===== src/rtl/lru_cache_pkg.sv =====
package lru_cache_pkg;
  typedef enum logic [1:0] {
    ST_IDLE,
    ST_FILL_REQ,
    ST_FILL_WAIT,
    ST_WR_REQ
  } cache_state_e;

  function automatic int sel_bits(input int n);
    return (n > 1) ? $clog2(n) : 1;
  endfunction
endpackage


===== src/rtl/cache_way_cmp.sv =====
module cache_way_cmp #(
  parameter int WAYS  = 2,
  parameter int TAG_W = 11,
  parameter int WAY_W = 1
) (
  input  logic [WAYS-1:0]             set_valid,
  input  logic [WAYS-1:0][TAG_W-1:0]  set_tags,
  input  logic [TAG_W-1:0]            look_tag,
  output logic [WAYS-1:0]             hit_vec,
  output logic                        hit,
  output logic [WAY_W-1:0]            hit_way
);
  for (genvar w = 0; w < WAYS; w++) begin : g_cmp
    assign hit_vec[w] = set_valid[w] && (set_tags[w] == look_tag);
  end

  always_comb begin
    hit_way = '0;
    for (int w = WAYS - 1; w >= 0; w--) begin
      if (hit_vec[w]) hit_way = WAY_W'(w);
    end
  end

  assign hit = |hit_vec;
endmodule


===== src/rtl/cache_lru_ages.sv =====
module cache_lru_ages #(
  parameter int WAYS  = 2,
  parameter int SETS  = 8,
  parameter int WAY_W = 1,
  parameter int IDX_W = 3
) (
  input  logic             clk,
  input  logic             rst_n,
  input  logic             flush,
  input  logic             touch_en,
  input  logic [IDX_W-1:0] touch_set,
  input  logic [WAY_W-1:0] touch_way,
  input  logic [IDX_W-1:0] pick_set,
  input  logic [WAYS-1:0]  pick_valid,
  output logic [WAY_W-1:0] victim
);
  if (WAYS == 1) begin : g_direct
    assign victim = '0;
  end else begin : g_assoc
    logic [WAY_W-1:0] age_q [SETS][WAYS];
    logic             found;

    always_ff @(posedge clk or negedge rst_n) begin
      if (!rst_n) begin
        for (int s = 0; s < SETS; s++)
          for (int w = 0; w < WAYS; w++) age_q[s][w] <= WAY_W'(w);
      end else if (flush) begin
        for (int s = 0; s < SETS; s++)
          for (int w = 0; w < WAYS; w++) age_q[s][w] <= WAY_W'(w);
      end else if (touch_en) begin
        for (int w = 0; w < WAYS; w++) begin
          if (WAY_W'(w) == touch_way)
            age_q[touch_set][w] <= '0;
          else if (age_q[touch_set][w] < age_q[touch_set][touch_way])
            age_q[touch_set][w] <= age_q[touch_set][w] + 1'b1;
        end
      end
    end

    always_comb begin
      found  = 1'b0;
      victim = '0;
      for (int w = 0; w < WAYS; w++) begin
        if (!found && !pick_valid[w]) begin
          victim = WAY_W'(w);
          found  = 1'b1;
        end
      end
      if (!found) begin
        for (int w = 0; w < WAYS; w++)
          if (age_q[pick_set][w] == WAY_W'(WAYS - 1)) victim = WAY_W'(w);
      end
    end


    touched_newest_chk: assert property (@(posedge clk) disable iff (!rst_n)
      (touch_en && !flush) |=> (age_q[$past(touch_set)][$past(touch_way)] == '0));
  end
endmodule


===== src/rtl/lru_set_cache.sv =====
module lru_set_cache
  import lru_cache_pkg::*;
#(
  parameter int ADDR_W      = 16,
  parameter int WORD_W      = 32,
  parameter int LINES       = 16,
  parameter int WAYS        = 2,
  parameter int BLOCK_BYTES = 4
) (
  input  logic                     clk,
  input  logic                     rst_n,
  input  logic                     flush,
  input  logic                     cpu_req_valid,
  output logic                     cpu_req_ready,
  input  logic                     cpu_req_write,
  input  logic [ADDR_W-1:0]        cpu_req_addr,
  input  logic [WORD_W-1:0]        cpu_req_wdata,
  output logic                     cpu_rsp_valid,
  output logic                     cpu_rsp_hit,
  output logic [WORD_W-1:0]        cpu_rsp_rdata,
  output logic                     mem_req_valid,
  input  logic                     mem_req_ready,
  output logic                     mem_req_write,
  output logic [ADDR_W-1:0]        mem_req_addr,
  output logic [WORD_W-1:0]        mem_req_wdata,
  input  logic                     mem_rsp_valid,
  input  logic [BLOCK_BYTES*8-1:0] mem_rsp_block
);
  localparam int BLK_W  = BLOCK_BYTES * 8;
  localparam int OFF_W  = $clog2(BLOCK_BYTES);
  localparam int BOFF_W = $clog2(WORD_W / 8);
  localparam int WORDS  = BLK_W / WORD_W;
  localparam int WSEL_W = sel_bits(WORDS);
  localparam int SETS   = LINES / WAYS;
  localparam int IDX_W  = $clog2(SETS);
  localparam int TAG_W  = ADDR_W - IDX_W - OFF_W;
  localparam int WAY_W  = sel_bits(WAYS);

  cache_state_e state_q;
  logic [WAYS-1:0]  valid_q [SETS];
  logic [TAG_W-1:0] tag_q   [SETS][WAYS];
  logic [BLK_W-1:0] blk_q   [SETS][WAYS];

  logic [ADDR_W-1:0] pend_addr_q;
  logic [WORD_W-1:0] pend_wdata_q;
  logic              wr_hit_q;

  logic [ADDR_W-1:0]            cur_addr;
  logic [IDX_W-1:0]             cur_idx;
  logic [TAG_W-1:0]             cur_tag;
  logic [WSEL_W-1:0]            word_idx;
  logic [WAYS-1:0][TAG_W-1:0]   set_tags;
  logic [WAYS-1:0]              set_valid;
  logic [WAYS-1:0]              hit_vec;
  logic                         look_hit;
  logic [WAY_W-1:0]             hit_way;
  logic [WAY_W-1:0]             victim;
  logic                         accept;
  logic                         fill_done;
  logic                         touch_en;
  logic [WAY_W-1:0]             touch_way;
  logic [BLK_W-1:0]             hit_blk;

  assign cur_addr  = (state_q == ST_IDLE) ? cpu_req_addr : pend_addr_q;
  assign cur_idx   = cur_addr[OFF_W +: IDX_W];
  assign cur_tag   = cur_addr[ADDR_W-1 -: TAG_W];
  assign word_idx  = WSEL_W'(cur_addr[OFF_W-1:0] >> BOFF_W);
  assign set_valid = valid_q[cur_idx];

  always_comb begin
    for (int w = 0; w < WAYS; w++) set_tags[w] = tag_q[cur_idx][w];
  end

  cache_way_cmp #(.WAYS(WAYS), .TAG_W(TAG_W), .WAY_W(WAY_W)) cmp_i (
    .set_valid (set_valid),
    .set_tags  (set_tags),
    .look_tag  (cur_tag),
    .hit_vec   (hit_vec),
    .hit       (look_hit),
    .hit_way   (hit_way)
  );

  assign accept    = cpu_req_valid && cpu_req_ready;
  assign fill_done = (state_q == ST_FILL_WAIT) && mem_rsp_valid;
  assign touch_en  = (accept && look_hit) || fill_done;
  assign touch_way = (state_q == ST_IDLE) ? hit_way : victim;
  assign hit_blk   = blk_q[cur_idx][hit_way];

  cache_lru_ages #(.WAYS(WAYS), .SETS(SETS), .WAY_W(WAY_W), .IDX_W(IDX_W)) ages_i (
    .clk        (clk),
    .rst_n      (rst_n),
    .flush      (flush),
    .touch_en   (touch_en),
    .touch_set  (cur_idx),
    .touch_way  (touch_way),
    .pick_set   (cur_idx),
    .pick_valid (set_valid),
    .victim     (victim)
  );

  assign cpu_req_ready = (state_q == ST_IDLE);
  assign mem_req_valid = (state_q == ST_FILL_REQ) || (state_q == ST_WR_REQ);
  assign mem_req_write = (state_q == ST_WR_REQ);
  assign mem_req_wdata = pend_wdata_q;
  assign mem_req_addr  = (state_q == ST_WR_REQ)
                       ? {pend_addr_q[ADDR_W-1:BOFF_W], BOFF_W'(0)}
                       : {pend_addr_q[ADDR_W-1:OFF_W], OFF_W'(0)};

  always_ff @(posedge clk or negedge rst_n) begin
    if (!rst_n) begin
      state_q       <= ST_IDLE;
      cpu_rsp_valid <= 1'b0;
      cpu_rsp_hit   <= 1'b0;
      cpu_rsp_rdata <= '0;
      pend_addr_q   <= '0;
      pend_wdata_q  <= '0;
      wr_hit_q      <= 1'b0;
      for (int s = 0; s < SETS; s++) valid_q[s] <= '0;
    end else begin
      cpu_rsp_valid <= 1'b0;
      case (state_q)
        ST_IDLE: if (accept) begin
          pend_addr_q  <= cpu_req_addr;
          pend_wdata_q <= cpu_req_wdata;
          if (cpu_req_write) begin
            wr_hit_q <= look_hit;
            state_q  <= ST_WR_REQ;
          end else if (look_hit) begin
            cpu_rsp_valid <= 1'b1;
            cpu_rsp_hit   <= 1'b1;
            cpu_rsp_rdata <= hit_blk[word_idx*WORD_W +: WORD_W];
          end else begin
            state_q <= ST_FILL_REQ;
          end
        end
        ST_FILL_REQ: if (mem_req_ready) state_q <= ST_FILL_WAIT;
        ST_FILL_WAIT: if (mem_rsp_valid) begin
          cpu_rsp_valid            <= 1'b1;
          cpu_rsp_hit              <= 1'b0;
          cpu_rsp_rdata            <= mem_rsp_block[word_idx*WORD_W +: WORD_W];
          valid_q[cur_idx][victim] <= 1'b1;
          state_q                  <= ST_IDLE;
        end
        ST_WR_REQ: if (mem_req_ready) begin
          cpu_rsp_valid <= 1'b1;
          cpu_rsp_hit   <= wr_hit_q;
          cpu_rsp_rdata <= pend_wdata_q;
          state_q       <= ST_IDLE;
        end
        default: state_q <= ST_IDLE;
      endcase
      if (flush) begin
        for (int s = 0; s < SETS; s++) valid_q[s] <= '0;
      end
    end
  end

  always_ff @(posedge clk) begin
    if (fill_done) begin
      tag_q[cur_idx][victim] <= cur_tag;
      blk_q[cur_idx][victim] <= mem_rsp_block;
    end else if (accept && cpu_req_write && look_hit) begin
      blk_q[cur_idx][hit_way][word_idx*WORD_W +: WORD_W] <= cpu_req_wdata;
    end
  end


  single_match_chk: assert property (@(posedge clk) disable iff (!rst_n)
    $onehot0(hit_vec));

  hit_next_cycle_chk: assert property (@(posedge clk) disable iff (!rst_n)
    (accept && !cpu_req_write && look_hit) |=> (cpu_rsp_valid && cpu_rsp_hit));

  miss_stall_chk: assert property (@(posedge clk) disable iff (!rst_n)
    (accept && !cpu_req_write && !look_hit) |=>
      (!cpu_req_ready && mem_req_valid && !mem_req_write));

  mem_hold_chk: assert property (@(posedge clk) disable iff (!rst_n)
    (mem_req_valid && !mem_req_ready) |=>
      (mem_req_valid && $stable(mem_req_addr) && $stable(mem_req_write)));

  victim_free_chk: assert property (@(posedge clk) disable iff (!rst_n)
    (fill_done && !(&set_valid)) |-> !set_valid[victim]);

  store_through_chk: assert property (@(posedge clk) disable iff (!rst_n)
    (accept && cpu_req_write) |=> (mem_req_valid && mem_req_write));

  flush_empty_chk: assert property (@(posedge clk) disable iff (!rst_n)
    flush |=> !look_hit);
endmodule


===== config.mk =====
export PLATFORM = sky130hd
export DESIGN_NAME = lru_set_cache
export DESIGN_NICKNAME = d
export VERILOG_FILES = /design/src/rtl/lru_cache_pkg.sv /design/src/rtl/cache_way_cmp.sv /design/src/rtl/cache_lru_ages.sv /design/src/rtl/lru_set_cache.sv
export SDC_FILE = /design/constraint.sdc
export NUM_CORES = 1
export LEC_CHECK = 0
export ABC_AREA = 1
export CORE_ASPECT_RATIO = 0.7
export CORE_MARGIN = 10
export CORE_UTILIZATION = 54
export CTS_BUF_LIST = sky130_fd_sc_hd__clkbuf_4 sky130_fd_sc_hd__clkbuf_8 sky130_fd_sc_hd__clkbuf_16
export CTS_CLUSTER_DIAMETER = 120
export DETAILED_ROUTE_END_ITERATION = 7
export GPL_TIMING_DRIVEN = 0
export PLACE_DENSITY_LB_ADDON = 0.3
export SLEW_MARGIN = 20
export SYNTH_ARGS = -nofsm -noshare
export SYNTH_HDL_FRONTEND = slang
export SYNTH_SLANG_ARGS = --single-unit

===== constraint.sdc =====
create_clock -name clk -period 4.7 [get_ports clk]
set_clock_uncertainty 0.05 [all_clocks]
set_input_delay 0.94 -clock clk [delete_from_list [all_inputs] [get_ports clk]]
set_output_delay 0.94 -clock clk [all_outputs]
set_load 0.05 [all_outputs]

==> impl_metrics.csv <==
group,metric,value,unit
pwr,power_density,757.3,nW/um^2
sta,min_period_over_period,1.024,
layout,insertedDiodeCount,0,
critical_path,crit_arrival,5.10,ns
die,die_x,316.9,microns
die,num_rows,76,
synth,ys_ff_latch,803,
detailed_routing,ant_nets,0,
grt,grt_remaining_overflow,0,
flow_run,cap_violations,0,
synth,synthTopCellsByArea,"edfxtp_1, nand2_1, dfrtp_1",
critical_path,crit_chain,"clkdlybuf4s50_1 > inv_1 > nand2_1 > nand2_1 > buf_4 > buf_4 > nand2_1 > nand3_1 > nand2_1 > o21ai_1 > nand2_1 > nor2_1 > nand2_1 > nor2_1 > nand4_1 > buf_12 > clkbuf_1 > o21ai_1 > inv_1",
pwr,ir_drop,0.0004445,V
synth,avgSynthCellArea,11.89,sq um
synth,synth.most_common_cell,"nand2_1",
synth,synth_area,33330,sq um
pwr,power_leakage,15.48,nW
pwr,total_power,30.58,mW
sta,setup_violations,25,
layout,nets,3207,
die,core_region_area,61330,sq um
synth,synthCells,2803,
critical_path,reg2reg_depth,19,
detailed_routing,avgRoutedWirePerCell,29.78,microns
synth,ys.flop_type,"edfxtp_1",
die,ios,172,
cts,cts_hold_buf,0,
layout,final_util,0.6584,
detailed_routing,drtIter0Drc,4423,
detailed_routing,viasPerCell,6.339,
critical_path,critPathKind,"in -> reg",
sta,clock.fmax,207.7,MHz
critical_path,crit_top_cell,"nand2_1",
critical_path,cp_data_required_time,4.98,ns
sta,finalHoldViolCount,0,
cts,cts_buffers,75,
synth,async_reset_ff_frac,0.1432,
grt,antenna_found_initial,4,
critical_path,crit_fanout,10,
synth,yosysTopAreaCell,"edfxtp_1",
synth,synth_cell_types,45,
critical_path,critPathSlowestCell,"o21ai_1",
layout,fin_area,40380,sq um
cts,htreeDepth,3,
layout,fillers,4411,
die,die_area,72210,sq um
synth,synth_warnings,0,
outcome,violations,"design-rule violations, negative setup slack",
detailed_routing,drc_errors,1,
detailed_routing,first_pass_iters,8,
detailed_routing,drt-total-wl,119100,microns
sta,worstMarginPinSlew,1.252,ns
layout,drive_above_1_share,0.1430,
grt,grt_first_pass_wirelength,167700,microns
placed_design,placed_cell_area,37070,sq um
placed_design,place.gp.congestion,0.9634,
synth,ys_seq_area_frac,0.7066,
sta,min_period,4.815,ns
sta,fin_ws,-0.1145,ns
grt,grt_max_degree,75,
detailed_routing,vias,25356,
outcome,status,"complete, but fails checks",
worst_hold_path,hold_class,"in -> async",
cts,cts.sinks,803,
placed_design,dp.final_hpwl,84390,microns
critical_path,critPathLaunchType,"input pin",
synth,synth_common_cells,"nand2_1, edfxtp_1, inv_1, o21ai_0, nand3_1",
cts,cts_root_buf,"clkbuf_16",
cts,clk_pin_slew,0.06,ns
layout,ff_latch_area,23550,sq um
die,initial_core_util,0.5433,
grt,grt_usage,0.3218,
cts,clock_latency,0.66,ns
synth,netlist.area_leader.share,0.6199,
cts,cts_buffer_depth,3,
sta,final_max_slew_viol_count,0,
critical_path,max_stage_delay,0.72,ns
placed_design,port_buffers,167,
sta,rsz0062_at_grt,"true",
synth,synth_edf_count,688,
die,die_h,227.8,microns
layout,multi_input_area,8610,sq um
layout,syn_to_final_growth,21.17,%
sta,relSlewSlack,0.1654,
grt,grt_pass1_vias,23744,
cts,tritoncts,"built",
critical_path,end_kind,"flip-flop",
flip-flops by register name (all words and copies together) (netlist names):
name and cells:
mem_req_wdata 32, cpu_rsp_hit 1, wr_hit_q 1, state_q 2, pend_addr_q 14, valid_q 16
cpu_rsp_valid 1, cpu_rsp_rdata 32, tag_q 176, blk_q 512, ages_i.g_assoc.age_q 16
kinds of logic (layout without fill, tap and decap cells):
kind of cell / after synthesis / count (layout) / share of synthesized area
AND/OR/NAND/NOR: 1075 / 1075 / 0.1390
flip-flops: 803 / 803 / 0.7066
other: 1 / 2 / 0.0001125
AO/OA/AOI/OAI: 516 / 516 / 0.1023
buffers and inverters: 408 / 785 / 0.05200
routing by layer:
metal	up-vias	track usage	share of wire
li1	10543	-	-
met1	12395	0.4540	0.38
met2	2113	0.4253	0.40
met3	295	0.1731	0.19
met4	10	0.08161	0.027
met5	-	0.01789	0.0020
area by class of cell:
type,instances,share of cell area
clock inverter,47,0.01320
tap,819,0.02538
multi-input combinational,1593,0.2132
timing repair buffer,239,0.07052
sequential,803,0.5832
inverter,267,0.02485
clock buffer,91,0.04976
buffer,141,0.01992
critical path, delay by kind of cell:
family,cells,cell delay (ns)
buffers and inverters,7,1.89
AO/OA/AOI/OAI,2,0.89
AND/OR/NAND/NOR,10,1.33
final timing paths:
kind                                          startpoint                       end  slack, ns
worst max-delay path                     cpu_req_addr[2]              blk_q[4][47]      -0.11
worst max register to register                state_q[1]              blk_q[4][47]      -0.05
worst min register to register  ages_i.g_assoc.age_q[12]  ages_i.g_assoc.age_q[12]       0.42
max in group asynchronous                          rst_n   ages_i.g_assoc.age_q[0]       3.63
min in group clk                ages_i.g_assoc.age_q[12]  ages_i.g_assoc.age_q[12]       0.42
worst min-delay path                               rst_n          mem_req_wdata[6]       0.16
repair_timing:
action                     4_1_cts  5_1_grt
gates resized for setup         46      105
buffers inserted                22       10
setup endpoints to repair     1049     1049
pin swaps                       13        8
metrics by stage:
step / worst slack (ns) / instances / setup TNS [ns] / hold slack [ns]
floorplan: -0.1911 / 2804 / -78.96 / 0.3919
global placement: -3.770 / 3790 / -2683.43 / 0.4010
detailed placement: -1.580 / 3829 / -1030.24 / 0.4049
CTS: -0.1384 / 3989 / -2.504 / 0.1700
global route: -0.1405 / 4000 / -5.293 / 0.1805
finish: -0.1145 / 4000 / -1.629 / 0.1596
placed cells by master, fill, tap and decap left out, drive strengths merged:
cell	netlist	final
nand2	731	731
or2	4	4
o22ai	33	33
buf	82	144
clkinv	1	38
nand4	47	47
clkdlybuf4s15	0	5
and3	5	5
clkinvlp	0	2
o31ai	1	1
dfrtp	107	107
nand3	141	141
nand3b	11	11
nor2	134	134
a221oi	61	61
clkdlybuf4s50	0	166
conb	1	2
clkbuf	59	156
inv	266	267
nor3	1	1
a22oi	117	117
bufinv	0	7
and2	1	1
dfstp	8	8
a22o	3	3
o22a	1	1
o21a	12	12
a21oi	66	66
o21bai	1	1
o211ai	30	30
o21ai	191	191
edfxtp	688	688
power breakdown:
group / switching (mW) / leakage [nW] / total (mW) / internal (mW)
clock: 2.79 / 1.26 / 6.28 / 3.49
combinational: 11.1 / 6.62 / 15.0 / 3.91
sequential: 0.385 / 7.60 / 9.26 / 8.87
Power figures use the tool's default switching activity.
